## src/rtl/rsh_pkg.sv

```systemverilog
package rsh_pkg;
  typedef enum logic [1:0] {
    ST_FREE = 2'b00,
    ST_ACQ  = 2'b01,
    ST_LOCK = 2'b10,
    ST_HOLD = 2'b11
  } rsh_state_e;

  typedef enum logic [1:0] {
    SRC_NOM  = 2'd0,
    SRC_LIVE = 2'd1,
    SRC_HOLD = 2'd2
  } rsh_src_e;
endpackage

```

## src/rtl/rsh_fsm.sv

```systemverilog
module rsh_fsm
  import rsh_pkg::*;
(
  input  logic       clk,
  input  logic       rst_n,
  input  logic [1:0] ref_ok,
  input  logic       sel_req,
  input  logic       lock_in,
  input  logic       hold_valid,
  output rsh_state_e state,
  output logic       cur_ref,
  output logic       avg_en
);
  rsh_state_e nxt;
  logic       nref;
  logic       cur_ok;
  logic       req_ok;

  assign cur_ok = ref_ok[cur_ref];
  assign req_ok = ref_ok[sel_req];

  always_comb begin
    nxt  = state;
    nref = cur_ref;
    unique case (state)
      ST_FREE: begin
        nref = sel_req;
        if (req_ok) nxt = ST_ACQ;
      end
      ST_ACQ: begin
        if (!cur_ok)                nxt = hold_valid ? ST_HOLD : ST_FREE;
        else if (sel_req != cur_ref) nref = sel_req;
        else if (lock_in)            nxt = ST_LOCK;
      end
      ST_LOCK: begin
        if (!cur_ok) nxt = hold_valid ? ST_HOLD : ST_FREE;
        else if (sel_req != cur_ref) begin
          nref = sel_req;
          nxt  = ST_ACQ;
        end else if (!lock_in) nxt = ST_ACQ;
      end
      ST_HOLD: begin
        if (sel_req != cur_ref && req_ok) begin
          nref = sel_req;
          nxt  = ST_ACQ;
        end
      end
      default: nxt = ST_FREE;
    endcase
  end

  assign avg_en = (state == ST_LOCK) && cur_ok && (sel_req == cur_ref) && lock_in;

  always_ff @(posedge clk) begin
    if (!rst_n) begin
      state   <= ST_FREE;
      cur_ref <= 1'b0;
    end else begin
      state   <= nxt;
      cur_ref <= nref;
    end
  end
endmodule

```

## src/rtl/rsh_avg.sv

```systemverilog
module rsh_avg #(
  parameter int W       = 32,
  parameter int WIN_LOG = 4
) (
  input  logic         clk,
  input  logic         rst_n,
  input  logic         avg_en,
  input  logic         fw_valid,
  input  logic [W-1:0] fw_data,
  output logic [W-1:0] hold_word,
  output logic         hold_valid
);
  localparam int ACC_W = W + WIN_LOG;
  localparam logic [WIN_LOG-1:0] LAST = {WIN_LOG{1'b1}};

  logic [ACC_W-1:0]   acc;
  logic [ACC_W-1:0]   sum;
  logic [WIN_LOG-1:0] cnt;

  assign sum = acc + {{WIN_LOG{1'b0}}, fw_data};

  always_ff @(posedge clk) begin
    if (!rst_n) begin
      acc        <= '0;
      cnt        <= '0;
      hold_word  <= '0;
      hold_valid <= 1'b0;
    end else if (!avg_en) begin
      acc <= '0;
      cnt <= '0;
    end else if (fw_valid) begin
      if (cnt == LAST) begin
        hold_word  <= sum[ACC_W-1:WIN_LOG];
        hold_valid <= 1'b1;
        acc        <= '0;
        cnt        <= '0;
      end else begin
        acc <= sum;
        cnt <= cnt + 1'b1;
      end
    end
  end
endmodule

```

## src/rtl/rsh_srcmap.sv

```systemverilog
module rsh_srcmap
  import rsh_pkg::*;
(
  input  rsh_state_e state,
  output rsh_src_e   src
);
  always_comb begin
    unique case (state)
      ST_FREE: src = SRC_NOM;
      ST_HOLD: src = SRC_HOLD;
      default: src = SRC_LIVE;
    endcase
  end
endmodule

```

## src/rtl/refsel_holdover_ctrl.sv

```systemverilog
module refsel_holdover_ctrl
  import rsh_pkg::*;
#(
  parameter int W       = 32,
  parameter int WIN_LOG = 4
) (
  input  logic         clk,
  input  logic         rst_n,
  input  logic [1:0]   ref_ok,
  input  logic         sel_req,
  input  logic         lock_in,
  input  logic         fw_valid,
  output logic         fw_ready,
  input  logic [W-1:0] fw_data,
  output logic [1:0]   state_o,
  output logic         sel_ref_o,
  output logic [1:0]   src_sel_o,
  output logic [W-1:0] hold_word_o,
  output logic         hold_valid_o
);
  rsh_state_e st;
  rsh_src_e   src;
  logic       avg_en;

  rsh_fsm u_fsm (
    .clk(clk), .rst_n(rst_n), .ref_ok(ref_ok), .sel_req(sel_req),
    .lock_in(lock_in), .hold_valid(hold_valid_o),
    .state(st), .cur_ref(sel_ref_o), .avg_en(avg_en)
  );

  rsh_avg #(.W(W), .WIN_LOG(WIN_LOG)) u_avg (
    .clk(clk), .rst_n(rst_n), .avg_en(avg_en), .fw_valid(fw_valid),
    .fw_data(fw_data), .hold_word(hold_word_o), .hold_valid(hold_valid_o)
  );

  rsh_srcmap u_map (.state(st), .src(src));

  assign state_o   = st;
  assign src_sel_o = src;
  assign fw_ready  = 1'b1;
endmodule

```

## config.mk

```make
export PLATFORM = sky130hd
export DESIGN_NAME = refsel_holdover_ctrl
export DESIGN_NICKNAME = d
export VERILOG_FILES = /design/src/rtl/rsh_pkg.sv /design/src/rtl/rsh_fsm.sv /design/src/rtl/rsh_avg.sv /design/src/rtl/rsh_srcmap.sv /design/src/rtl/refsel_holdover_ctrl.sv
export SDC_FILE = /design/constraint.sdc
export NUM_CORES = 1
export LEC_CHECK = 0
export BUFFER_PORTS_ARGS = -buffer_cell sky130_fd_sc_hd__buf_2
export CAP_MARGIN = 20
export CORE_MARGIN = 10
export CORE_UTILIZATION = 45
export DETAILED_ROUTE_END_ITERATION = 10
export GPL_ROUTABILITY_DRIVEN = 0
export PLACE_DENSITY = 0.76
export SLEW_MARGIN = 20
export SYNTH_ARGS = -nofsm -noshare
export SYNTH_HDL_FRONTEND = slang
export SYNTH_SLANG_ARGS = --single-unit
```

## constraint.sdc

```tcl
create_clock -name clk -period 3.5 [get_ports clk]
set_input_delay 0.175 -clock clk [delete_from_list [all_inputs] [get_ports clk]]
set_output_delay 0.175 -clock clk [all_outputs]
set_load 0.1 [all_outputs]
```

Yosys cells after proc, flatten, opt, wreduce, memory -nomap -nowiden
Index checks and enable logic that the tools add are counted.

cells by class
  add/sub/neg operators = 2
  order comparisons = 2
  equal/unequal tests = 13
  muxes and demuxes = 21
  reductions and logical operators = 10

operators with widths
  cell                                                        count
  adder 36 x 32 -> 36 bit                                     1
  2-to-1 mux 36 bit                                           1
  2-to-1 mux 2 bit                                            9
  != test 2 x 1 -> 1 bit, second input constant               4
  case mux 2 bit (4 select lines)                             1
  2-to-1 mux 1 bit                                            7
  != test 3 bit, second input constant                        2
  AND reduction 3 bit                                         2
  AND reduction 5 bit                                         1
  adder 4 x 1 -> 4 bit, second input constant                 1
  == test 2 bit, second input constant                        2
  == test 4 bit, second input constant                        1
  logical AND 1 bit                                           4
  less-than comparator 1 x 2 -> 1 bit, second input constant  2
  2-to-1 mux 4 bit                                            1
  != test 4 bit, second input constant                        1
  case mux 2 bit (2 select lines)                             1
  case mux 1 bit (3 select lines)                             1
  == test 2 x 1 -> 1 bit, second input constant               1
  zero test 2 bit                                             1
  AND reduction 2 bit                                         1
  OR reduction 2 bit                                          1
  == test 1 bit                                               1
  != test 1 bit                                               1

word-level totals
  register bits after elaboration = 76
  input port bits = 39
  output and inout bits = 39
  word-level logic and storage cells = 54

Longest topological paths before layout
Gate-level depths: netlist (run 1).

  word-level depth = 6
  gate-level depth with buffers = 11
  depth with buffers taken out = 11

Modules after synthesis
Synthesis (run 1) repeated with hierarchy kept, for this count alone.

second synthesis, totals
  cell total of the unflattened synthesis = 605
  area, all modules = 4863.4 um^2

by module, submodules not included
  module                instances  cells an instance  area each (um^2)  seq. area each (um^2)
  rsh_avg               1          561                4503.1            1461.4
  rsh_fsm               1          41                 336.6             60.1
  rsh_srcmap            1          1                  12.5              0.0
  refsel_holdover_ctrl  1          2                  11.3              0.0

Worst setup path after synthesis (run 1)
OpenSTA, ideal clock, no wires.

  path kind = flip-flop to flip-flop
  from = register u_avg.acc[0]
  to = register u_avg.hold_word[22]
  setup time = 121 ps
  data arrival time = 2670 ps
  data required time = 3379 ps
  setup slack = 709 ps
  cell stages (with the launch flop) = 12
  path buffers = 0
  period minus slack after synthesis = 2791 ps
  cell sequence = dfxtp_1 -> ha_1 -> fa_1 -> a21o_1 -> a221oi_2 -> o21bai_2 -> a31o_2 -> o2111a_1 -> or2_4 -> a31oi_2 -> xor2_1 -> o21ai_1

on the way
  cells in the longest elaborated chain, start to end = 1

ends and longest elaborated chain
  element                  RTL line       text
  start, declared          rsh_avg.sv:16  logic [ACC_W-1:0] acc;
  start signal, assigned   rsh_avg.sv:38  acc <= sum;
  adder 36 x 32 -> 36 bit  rsh_avg.sv:20  assign sum = acc + {{WIN_LOG{1'b0}}, fw_data};
  end signal, assigned     rsh_avg.sv:33  hold_word <= sum[ACC_W-1:WIN_LOG];
  end, declared            rsh_avg.sv:10  output logic [W-1:0] hold_word,

No other way between the ends.
A chain may end at the register's enable or synchronous reset.

Worst setup path after layout (run 1)
  from = register u_avg.acc[0]
  to = register u_avg.hold_word[26]

Same word-level chain as after synthesis.

==> results.sh, run 1 <==
export IMPL_cp_max_fo=4
export IMPL_cpMaxStageDelayCell="fa_1"
export IMPL_status="completed"
export IMPL_synthSimpleGateAreaFrac_pct=19.2
export IMPL_post_cts_resized=0
export IMPL_post_route_period_util_pct=86.6
export IMPL_synth_edf_count=0
export IMPL_hold_viol=0
export IMPL_vias=4455
export IMPL_r2r_end="u_avg.hold_word[26]"
export IMPL_num_rows=37
export IMPL_powerDensity_nw_per_um2=341
export IMPL_cap_viol_max_count=0
export IMPL_min_from="fw_valid"
export IMPL_p_seq_share_pct=47.7
export IMPL_fill_cells=1007
export IMPL_ys_ff_latch=76
export IMPL_drive_gt1_share_pct=16.9
export IMPL_initial_core_util_pct=45.7
export IMPL_regArea_um2=1520
export IMPL_fin_area_um2=5370
export IMPL_reg2reg_setup_slack_ps=470
export IMPL_tightest_slew_ps=584
export IMPL_core_area_um2=10200
export IMPL_seq_area_frac_synth_pct=32.6
export IMPL_viasPerCell=5.68
export IMPL_synth_area_per_cell_um2=8.06
export IMPL_reg2regPathDepth=11
export IMPL_synth_cells=580
export IMPL_cp_arrival_ps=3260
export IMPL_synth_top_family_by_area="compound AO/OA/AOI/OAI gates"
export IMPL_cp_top_family="compound AO/OA/AOI/OAI gates"
export IMPL_setup_tns_ps=0
export IMPL_critPathRequiredTime_ps=3730
export IMPL_wirelength_mm=12.8
export IMPL_cts_sinks=76
export IMPL_max_vdd_ir_drop_v=0.000201
export IMPL_synthFlopType="dfxtp_1"
export IMPL_endpoint_kind="register"
export IMPL_clkPwrFrac_pct=39.4
export IMPL_yosys_warnings=0
export IMPL_grt_pass1_wl_mm=21.4
export IMPL_cts_path_max_buffers=2
export IMPL_die_y_um=122
export IMPL_grt_max_degree=35
export IMPL_drt_wirelength_per_cell_um=16.3
export IMPL_h_tree_depth=3
export IMPL_drt_initial_drc_count=287
export IMPL_finalNetCount=723
export IMPL_cts_buffers=9
export IMPL_yosys_area_share_adder_pct=10.6
export IMPL_cts_setup_buffers=0
export IMPL_die_w_um=122
export IMPL_slowest_delay_ps=410
export IMPL_multi_input_area_um2=2990
export IMPL_ys_types=62
export IMPL_p_switching_uw=495
export IMPL_max_slew_margin_pct=61.0
export IMPL_die_area_um2=14900
export IMPL_cts_tree="yes"
export IMPL_p_comb_share_pct=12.9
export IMPL_async_flop_share_pct=0
export IMPL_synth_most_common_cell="dfxtp_1"
export IMPL_areaGrowthSynthToFinish_pct=15.0
export IMPL_clk_latency_ps=350
export IMPL_synth_area_leaders="dfxtp_1, ha_1, a21oi_1"
export IMPL_diodes=0
export IMPL_place_area_um2=5170
export IMPL_yosysTopAreaCell="dfxtp_1"
export IMPL_p_int_uw=1340
export IMPL_synth_xor_area_share_pct=6.18
export IMPL_first_pass_iters=5
export IMPL_finClkSkew_ps=9.81
export IMPL_leakage_uw=0.00241
export IMPL_grt_ovfl_total=0
export IMPL_startpoint_type="register"
export IMPL_antenna_found_initial=0
export IMPL_setup_viol=0
export IMPL_synth_compound_area_share_pct=26.6
export IMPL_worst_path_buf_inv=0
export IMPL_final_max_slew_viol_count=0
export IMPL_rsz0062_at_grt="false"
export IMPL_grtUsageTotal_pct=17.4
export IMPL_io_pins=78
export IMPL_synth_top_cell_area_share_pct=32.6
export IMPL_synth_mux_area_share_pct=1.29
export IMPL_max_freq_mhz=330
export IMPL_clkTransAtPathRegs_ps=80
export IMPL_root_buffer="clkbuf_8"
export IMPL_min_to="u_avg.cnt[1]"
export IMPL_hold_path_depth=3
export IMPL_hp_class="in2reg"
export IMPL_criticalPathCategory="reg2reg"
export IMPL_drcViolationCount=0
export IMPL_netlist_top_cells_count="dfxtp_1, nand2_1, a21oi_1, nor2_1, ha_1"
export IMPL_detail_route_antenna_nets=0
export IMPL_io_buffers=76
export IMPL_swShare_pct=27.0
export IMPL_grt_pass1_vias=4491
export IMPL_fin_crit_ps=3030
export IMPL_synth_area_um2=4670
export IMPL_r2r_start="u_avg.acc[0]"
export IMPL_postCtsHoldBufs=0
export IMPL_syn_num_nets=658
export IMPL_path_cells="ha_1 > fa_1 > a21o_1 > a221oi_2 > o21bai_2 > a31o_2 > o2111a_1 > or2_4 > a31oi_2 > xor2_1 > o21ai_1"
export IMPL_hpwl_mm=9.56
## registers in the layout, summed over array words and instances (netlist names)
name	flops
u_avg.hold_word	32
u_fsm.cur_ref	1
u_fsm.state	2
u_avg.acc	36
u_avg.cnt	4
u_avg.hold_valid	1
## through the flow
| stage | worst slack [ps] | hold WS [ps] | util, % | cells | power [µW] |
|---|---|---|---|---|---|
| floorplan | 709 | 379 | - | 580 | 1070 |
| CTS | 468 | 162 | 52.5 | 785 | 1850 |
| global route | 274 | 214 | 52.5 | 785 | 1910 |
| finish | 468 | 177 | 52.5 | 785 | 1830 |
| global placement | 561 | 438 | 50.5 | 770 | 1120 |
| detailed placement | 515 | 447 | 50.5 | 770 | 1130 |
## layer usage
metal	vias to the layer above	track usage, %	routed length, µm
met2	123	29.2	6010
met4	0	5.51	230
met5	-	0	0
li1	2231	-	-
met3	15	5.13	918
met1	2086	20.9	5630
## logic make-up (layout without fill, tap and decap cells)
family                     after synthesis  in the layout
other                                    1              1
muxes                                    6              6
buffers and inverters                   43            112
adders and majority gates               39             39
DFF                                     76             76
and+or+nand+nor                        191            191
xor gates and xnor gates                33             33
AOI/OAI and AO/OA                      191            191
## how the worst max path moves through the flow
stage,from,slack (ps),to,cells after the start
floorplan,u_avg.acc[0],710,u_avg.hold_word[22],11
global placement,fw_data[0],560,u_avg.hold_word[26],12
detailed placement,u_avg.acc[0],520,u_avg.hold_word[26],11
CTS,u_avg.acc[0],470,u_avg.hold_word[26],11
global route,u_avg.acc[0],270,u_avg.hold_word[26],11
finish,u_avg.acc[0],470,u_avg.hold_word[26],11
## cell type report
cell class / count / share of cell area, %
Multi-Input combinational cell: 461 / 55.6
Tap cell: 136 / 3.17
Inverter: 13 / 0.908
Timing Repair Buffer: 84 / 8.20
Clock inverter: 5 / 1.44
Clock buffer: 10 / 2.38
Sequential cell: 76 / 28.3
## placed cells by master, fill, tap and decap left out, types with 13 or more instances in the layout
master,count
ha_1,38
a21oi_1,61
xnor2_1,18
nand3_1,32
o21ai_0,32
a21o_1,19
a22oi_1,13
nand2_1,63
dfxtp_1,76
buf_2,76
nor2_1,45
xor2_1,15
## power groups by stage
stage               Combinational [µW]  Sequential, µW  Clock, µW
global route                       257             876        774
floorplan                          150             921          0
CTS                                236             875        743
detailed placement                 235             896          0
finish                             236             875        722
global placement                   229             895          0
## worst register-to-register path, delay by kind of cell, from the launching register on
| family | cells | cell delay (ps) |
|---|---|---|
| AOI/OAI and AO/OA | 7 | 1480 |
| and+or+nand+nor | 1 | 290 |
| DFF | 1 | 320 |
| adders and majority gates | 2 | 620 |
| xor gates and xnor gates | 1 | 210 |
No activity file was read; power rests on OpenSTA's default activity.
==> inputs of run 2 (changes only) <==
--- a/config.mk
+++ b/config.mk
@@ -7,11 +7,13 @@
 export LEC_CHECK = 0
 export BUFFER_PORTS_ARGS = -buffer_cell sky130_fd_sc_hd__buf_2
 export CAP_MARGIN = 20
+export CELL_PAD_IN_SITES_DETAIL_PLACEMENT = 0
+export CELL_PAD_IN_SITES_GLOBAL_PLACEMENT = 1
 export CORE_MARGIN = 10
-export CORE_UTILIZATION = 45
+export CORE_UTILIZATION = 42
 export DETAILED_ROUTE_END_ITERATION = 10
 export GPL_ROUTABILITY_DRIVEN = 0
-export PLACE_DENSITY = 0.76
+export PLACE_DENSITY = 0.9
 export SLEW_MARGIN = 20
 export SYNTH_ARGS = -nofsm -noshare
 export SYNTH_HDL_FRONTEND = slang
==> constraint.sdc (replaced) <==
create_clock -name clk -period 3.08 [get_ports clk]
set_input_delay 0.154 -clock clk [delete_from_list [all_inputs] [get_ports clk]]
set_output_delay 0.154 -clock clk [all_outputs]
set_load 0.1 [all_outputs]
==> run 2 against run 1 <==
- first-iteration DRC count fell by 16%
- sequential power grew 14%
- combinational power grew 15%
- utilization down 2.9 points
- setup slack got worse by 280 ps
- final cell count rose by 1.0%
- count of clock-buffer cells in the layout is 4 higher
- die area grew 6.0%
- sequential cell count unchanged
- worst hold slack worse by 41 ps
==> results.sh, run 2 (synthesis results as in run 1) <==
export IMPL_min_to="u_avg.cnt[1]"
export IMPL_grt_max_degree=25
export IMPL_leakage_uw=0.00242
export IMPL_hold_path_depth=3
export IMPL_reg_top3="u_avg.acc x36, u_avg.hold_word x32, u_avg.cnt x4"
export IMPL_antenna_found_initial=0
export IMPL_cp_arrival_ps=3140
export IMPL_cap_viol_max_count=0
export IMPL_grtUsageTotal_pct=16.4
export IMPL_cp_top_family="compound AO/OA/AOI/OAI gates"
export IMPL_clk_latency_ps=370
export IMPL_fin_crit_ps=2890
export IMPL_layout_setup_ws_ps=190
export IMPL_criticalPathCategory="reg2reg"
export IMPL_h_tree_depth=3
export IMPL_initial_core_util_pct=42.9
export IMPL_swShare_pct=28.1
export IMPL_die_y_um=125
export IMPL_rsz0062_at_grt="false"
export IMPL_cts_tree="yes"
export IMPL_p_int_uw=1450
export IMPL_largest_register_ff_count=36
export IMPL_place_ws_ps=103
export IMPL_core_area_um2=10900
export IMPL_wirelength_mm=13.1
export IMPL_drt_wirelength_per_cell_um=16.5
export IMPL_path_cells="ha_1 > fa_2 > a21o_1 > a221oi_4 > o21bai_2 > a31o_2 > o2111a_1 > or2_4 > a31oi_2 > xor2_1 > o21ai_1"
export IMPL_grt_ovfl_total=0
export IMPL_setup_viol=0
export IMPL_reg2regPathDepth=11
export IMPL_io_buffers=76
export IMPL_viasPerCell=5.61
export IMPL_die_w_um=125
export IMPL_place_area_um2=5190
export IMPL_num_rows=38
export IMPL_die_area_um2=15700
export IMPL_startpoint_type="register"
export IMPL_grt_pass1_wl_mm=21.7
export IMPL_min_from="fw_valid"
export IMPL_endpoint_kind="register"
export IMPL_grt_pass1_vias=4498
export IMPL_powerDensity_nw_per_um2=373
export IMPL_drive_gt1_share_pct=17.6
export IMPL_max_freq_mhz=346
export IMPL_diodes=0
export IMPL_post_route_period_util_pct=93.8
export IMPL_final_max_slew_viol_count=0
export IMPL_fin_area_um2=5400
export IMPL_p_comb_share_pct=13.5
export IMPL_root_buffer="clkbuf_8"
export IMPL_hold_viol=0
export IMPL_cts_buffers=9
export IMPL_max_slew_margin_pct=60.7
export IMPL_drt_initial_drc_count=240
export IMPL_vias=4450
export IMPL_clkTransAtPathRegs_ps=80
export IMPL_tightest_slew_ps=590
export IMPL_power_uw=2010
export IMPL_hold_slack_ps=136
export IMPL_p_switching_uw=566
export IMPL_max_vdd_ir_drop_v=0.000359
export IMPL_finalNetCount=727
export IMPL_hpwl_mm=9.92
export IMPL_regMostFlops="u_avg.acc"
export IMPL_hp_class="in2reg"
export IMPL_setup_tns_ps=0
export IMPL_cts_sinks=76
export IMPL_detail_route_antenna_nets=0
export IMPL_r2r_end="u_avg.hold_word[26]"
export IMPL_worst_path_buf_inv=0
export IMPL_reg2reg_setup_slack_ps=190
export IMPL_status="completed"
export IMPL_final_cell_mix="buf_2, dfxtp_1, nand2_1, a21oi_1, nor2_1"
export IMPL_p_seq_share_pct=49.4
export IMPL_first_pass_iters=5
export IMPL_areaGrowthSynthToFinish_pct=15.6
export IMPL_cts_path_max_buffers=2
export IMPL_slowest_delay_ps=360
export IMPL_clkPwrFrac_pct=37.1
export IMPL_cpMaxStageDelayCell="fa_2"
export IMPL_io_pins=78
export IMPL_critPathRequiredTime_ps=3330
export IMPL_finClkSkew_ps=5.73
export IMPL_drcViolationCount=0
export IMPL_r2r_start="u_avg.acc[0]"
export IMPL_cp_max_fo=4
[run 2: final cells by class]
cell class | instances | area [µm²]
multi-input cells | 461 | 3000
fillers | 1079 | 5480
repair buffers | 88 | 470
inverters | 13 | 48.8
clock inverters | 1 | 5.00
well taps | 140 | 175
clock buffers | 14 | 183
flip-flops and latches | 76 | 1520
[run 2: through the flow]
stage | std cells | util [%]
after floorplan | 580 | -
after CTS | 792 | 49.4
after detailed placement | 777 | 47.7
after global placement | 777 | 47.7
after global routing | 793 | 49.6
final | 793 | 49.6
[run 2: power by group through the flow]
stage	combinational [µW]	clock, µW	sequential (µW)
2_1_floorplan	170	0	1050
3_3_place_gp	265	0	1020
3_5_place_dp	271	0	1020
4_1_cts	272	767	995
5_1_grt	299	804	996
6_report	272	748	995
[run 2: layer usage]
layer  global-route usage (%)  vias to the layer above  part of all wire (%)
met1                     19.6                     2088                    46
met3                     4.86                       20                   5.3
met4                     5.76                        0                   1.8
met2                     27.3                      106                    47
li1                         -                     2236                     -
met5                        0                        -                     0
[run 2: worst min-delay path: stages]
cell     delay (ps)
buf_2           160
mux2i_1          90
nor2_1           70
[run 2: how the worst max path moves through the flow]
stage	slack (ps)	from	cells past startpoint	to
after floorplan	290	u_avg.acc[0]	11	u_avg.hold_word[22]
after global placement	150	u_avg.acc[0]	11	u_avg.hold_word[26]
after CTS	70	u_avg.acc[0]	11	u_avg.hold_word[26]
final	190	u_avg.acc[0]	11	u_avg.hold_word[26]
after detailed placement	100	u_avg.acc[0]	11	u_avg.hold_word[26]
after global routing	8	u_avg.acc[5]	10	u_avg.hold_word[27]
[run 2: timing repair]
item | 4_1_cts | 5_1_grt
setup endpoints to repair | 0 | 11
gates resized for setup | 0 | 2
buffers inserted | 0 | 1
hold buffers | 0 | 0
==> inputs of run 3 (changes only) <==
--- a/config.mk
+++ b/config.mk
@@ -12,7 +12,8 @@
 export CORE_MARGIN = 10
 export CORE_UTILIZATION = 42
 export DETAILED_ROUTE_END_ITERATION = 10
-export GPL_ROUTABILITY_DRIVEN = 0
+export GPL_ROUTABILITY_DRIVEN = 1
+export MAX_ROUTING_LAYER = met4
 export PLACE_DENSITY = 0.9
 export SLEW_MARGIN = 20
 export SYNTH_ARGS = -nofsm -noshare
==> run 3 against run 2 <==
- wire length grew 0.38%
- sequential share of layout area did not move
- first-iteration DRC count is 1.3% higher
- sequential power about the same
- highest routed layer unchanged
- utilization is the same
- global-route usage rose by 0.50 points
- largest power group unchanged
- clock skew barely moved
==> results.sh, run 3 (synthesis results as in run 1) <==
export IMPL_status="completed"
export IMPL_max_freq_mhz=346
export IMPL_die_y_um=125
export IMPL_swShare_pct=28.1
export IMPL_first_pass_iters=5
export IMPL_drt_initial_drc_count=243
export IMPL_drive_gt1_share_pct=17.6
export IMPL_fill_cells=1079
export IMPL_cpMaxStageDelayCell="fa_2"
export IMPL_reg_top3="u_avg.acc x36, u_avg.hold_word x32, u_avg.cnt x4"
export IMPL_post_route_period_util_pct=93.9
export IMPL_tightest_slew_ps=602
export IMPL_grt_ovfl_total=0
export IMPL_clkPwrFrac_pct=37.1
export IMPL_p_seq_share_pct=49.4
export IMPL_rsz0062_at_grt="false"
export IMPL_initial_core_util_pct=42.9
export IMPL_areaGrowthSynthToFinish_pct=15.6
export IMPL_grt_max_degree=25
export IMPL_hold_viol=0
export IMPL_regArea_um2=1520
export IMPL_num_rows=38
export IMPL_worst_path_buf_inv=0
export IMPL_cts_buffers=9
export IMPL_regMostFlops="u_avg.acc"
export IMPL_cts_path_max_buffers=2
export IMPL_slowest_delay_ps=360
export IMPL_finClkSkew_ps=6.00
export IMPL_io_pins=78
export IMPL_fin_crit_ps=2890
export IMPL_io_buffers=76
export IMPL_antenna_found_initial=0
export IMPL_postCtsHoldBufs=0
export IMPL_cp_top_family="compound AO/OA/AOI/OAI gates"
export IMPL_fin_cells=793
export IMPL_setup_tns_ps=0
export IMPL_final_max_slew_viol_count=0
export IMPL_grt_pass1_wl_mm=21.7
export IMPL_cts_sinks=76
export IMPL_detail_route_antenna_nets=0
export IMPL_max_vdd_ir_drop_v=0.000359
export IMPL_largest_register_ff_count=36
export IMPL_h_tree_depth=3
export IMPL_cp_max_fo=4
export IMPL_hpwl_mm=9.92
export IMPL_vias=4476
export IMPL_p_int_uw=1450
export IMPL_startpoint_type="register"
export IMPL_power_uw=2010
export IMPL_finalNetCount=727
export IMPL_root_buffer="clkbuf_8"
export IMPL_endpoint_kind="register"
export IMPL_clk_latency_ps=370
export IMPL_final_cell_mix="buf_2, dfxtp_1, nand2_1, a21oi_1, nor2_1"
export IMPL_p_switching_uw=566
export IMPL_max_slew_margin_pct=59.8
export IMPL_p_comb_share_pct=13.5
export IMPL_cts_tree="yes"
export IMPL_viasPerCell=5.64
export IMPL_placedCellCount=777
export IMPL_final_core_util_pct=49.6
export IMPL_cap_viol_max_count=0
export IMPL_core_area_um2=10900
export IMPL_drcViolationCount=0
export IMPL_powerDensity_nw_per_um2=373
export IMPL_gp_congestion=0.877
export IMPL_multi_input_area_um2=3000
export IMPL_cp_arrival_ps=3150
export IMPL_die_w_um=125
export IMPL_leakage_uw=0.00242
export IMPL_drt_wirelength_per_cell_um=16.5
export IMPL_die_area_um2=15700
export IMPL_path_cells="ha_1 > fa_2 > a21o_1 > a221oi_4 > o21bai_2 > a31o_2 > o2111a_1 > or2_4 > a31oi_2 > xor2_1 > o21ai_1"
export IMPL_grt_pass1_vias=4496
export IMPL_critPathRequiredTime_ps=3330
export IMPL_hp_class="in2reg"
export IMPL_setup_viol=0
export IMPL_diodes=0
export IMPL_wirelength_mm=13.1
export IMPL_criticalPathCategory="reg2reg"
export IMPL_clkTransAtPathRegs_ps=80
export IMPL_grtUsageTotal_pct=16.9
run 3: worst paths after layout:
check                           start                   to  slack [ps]  cells past startpoint
hold reg to reg   u_avg.hold_word[13]  u_avg.hold_word[13]         450                      2
hold / removal               fw_valid         u_avg.cnt[1]         140                      3
setup reg to reg         u_avg.acc[0]  u_avg.hold_word[26]         190                     11
setup / recovery         u_avg.acc[0]  u_avg.hold_word[26]         190                     11
run 3: repair_timing:
item                       CTS  global route
setup buffers                0             1
setup endpoints to repair    0            11
gates resized for setup      0             2
run 3: final cells by class:
cell class | count | share of cell area, %
clock buffer | 14 | 3.38
multi-input combinational | 461 | 55.5
tap | 140 | 3.24
clock inverter | 1 | 0.0926
inverter | 13 | 0.903
sequential | 76 | 28.2
timing repair buffer | 88 | 8.71
run 3: power by group through the flow:
stage	clock (µW)	combinational, µW	sequential, µW
floorplan	0	170	1050
global placement	0	265	1020
detailed placement	0	271	1020
CTS	767	272	995
global route	807	299	996
finish	748	272	995
run 3: layer usage:
| metal | share of wire (%) | global-route usage (%) | routed length (µm) | vias up |
|---|---|---|---|---|
| li1 | - | - | - | 2239 |
| met1 | 46 | 19.9 | 6040 | 2104 |
| met2 | 47 | 27.3 | 6130 | 116 |
| met3 | 5.5 | 4.56 | 717 | 17 |
| met4 | 1.7 | 5.76 | 225 | 0 |
| met5 | 0 | - | 0 | - |
run 3: worst min-delay path, cell delays in order:
cell and delay (ps):
buf_2 160, mux2i_1 90, nor2_1 70
run 3: stage by stage:
| step | cell area [µm²] | setup slack [ps] | hold slack (ps) |
|---|---|---|---|
| after global routing | 5400 | 5.60 | 157 |
| after detailed placement | 5190 | 103 | 446 |
| after global placement | 5190 | 147 | 438 |
| final | 5400 | 188 | 136 |
| after CTS | 5380 | 72.2 | 122 |
| after floorplan | 4670 | 289 | 358 |
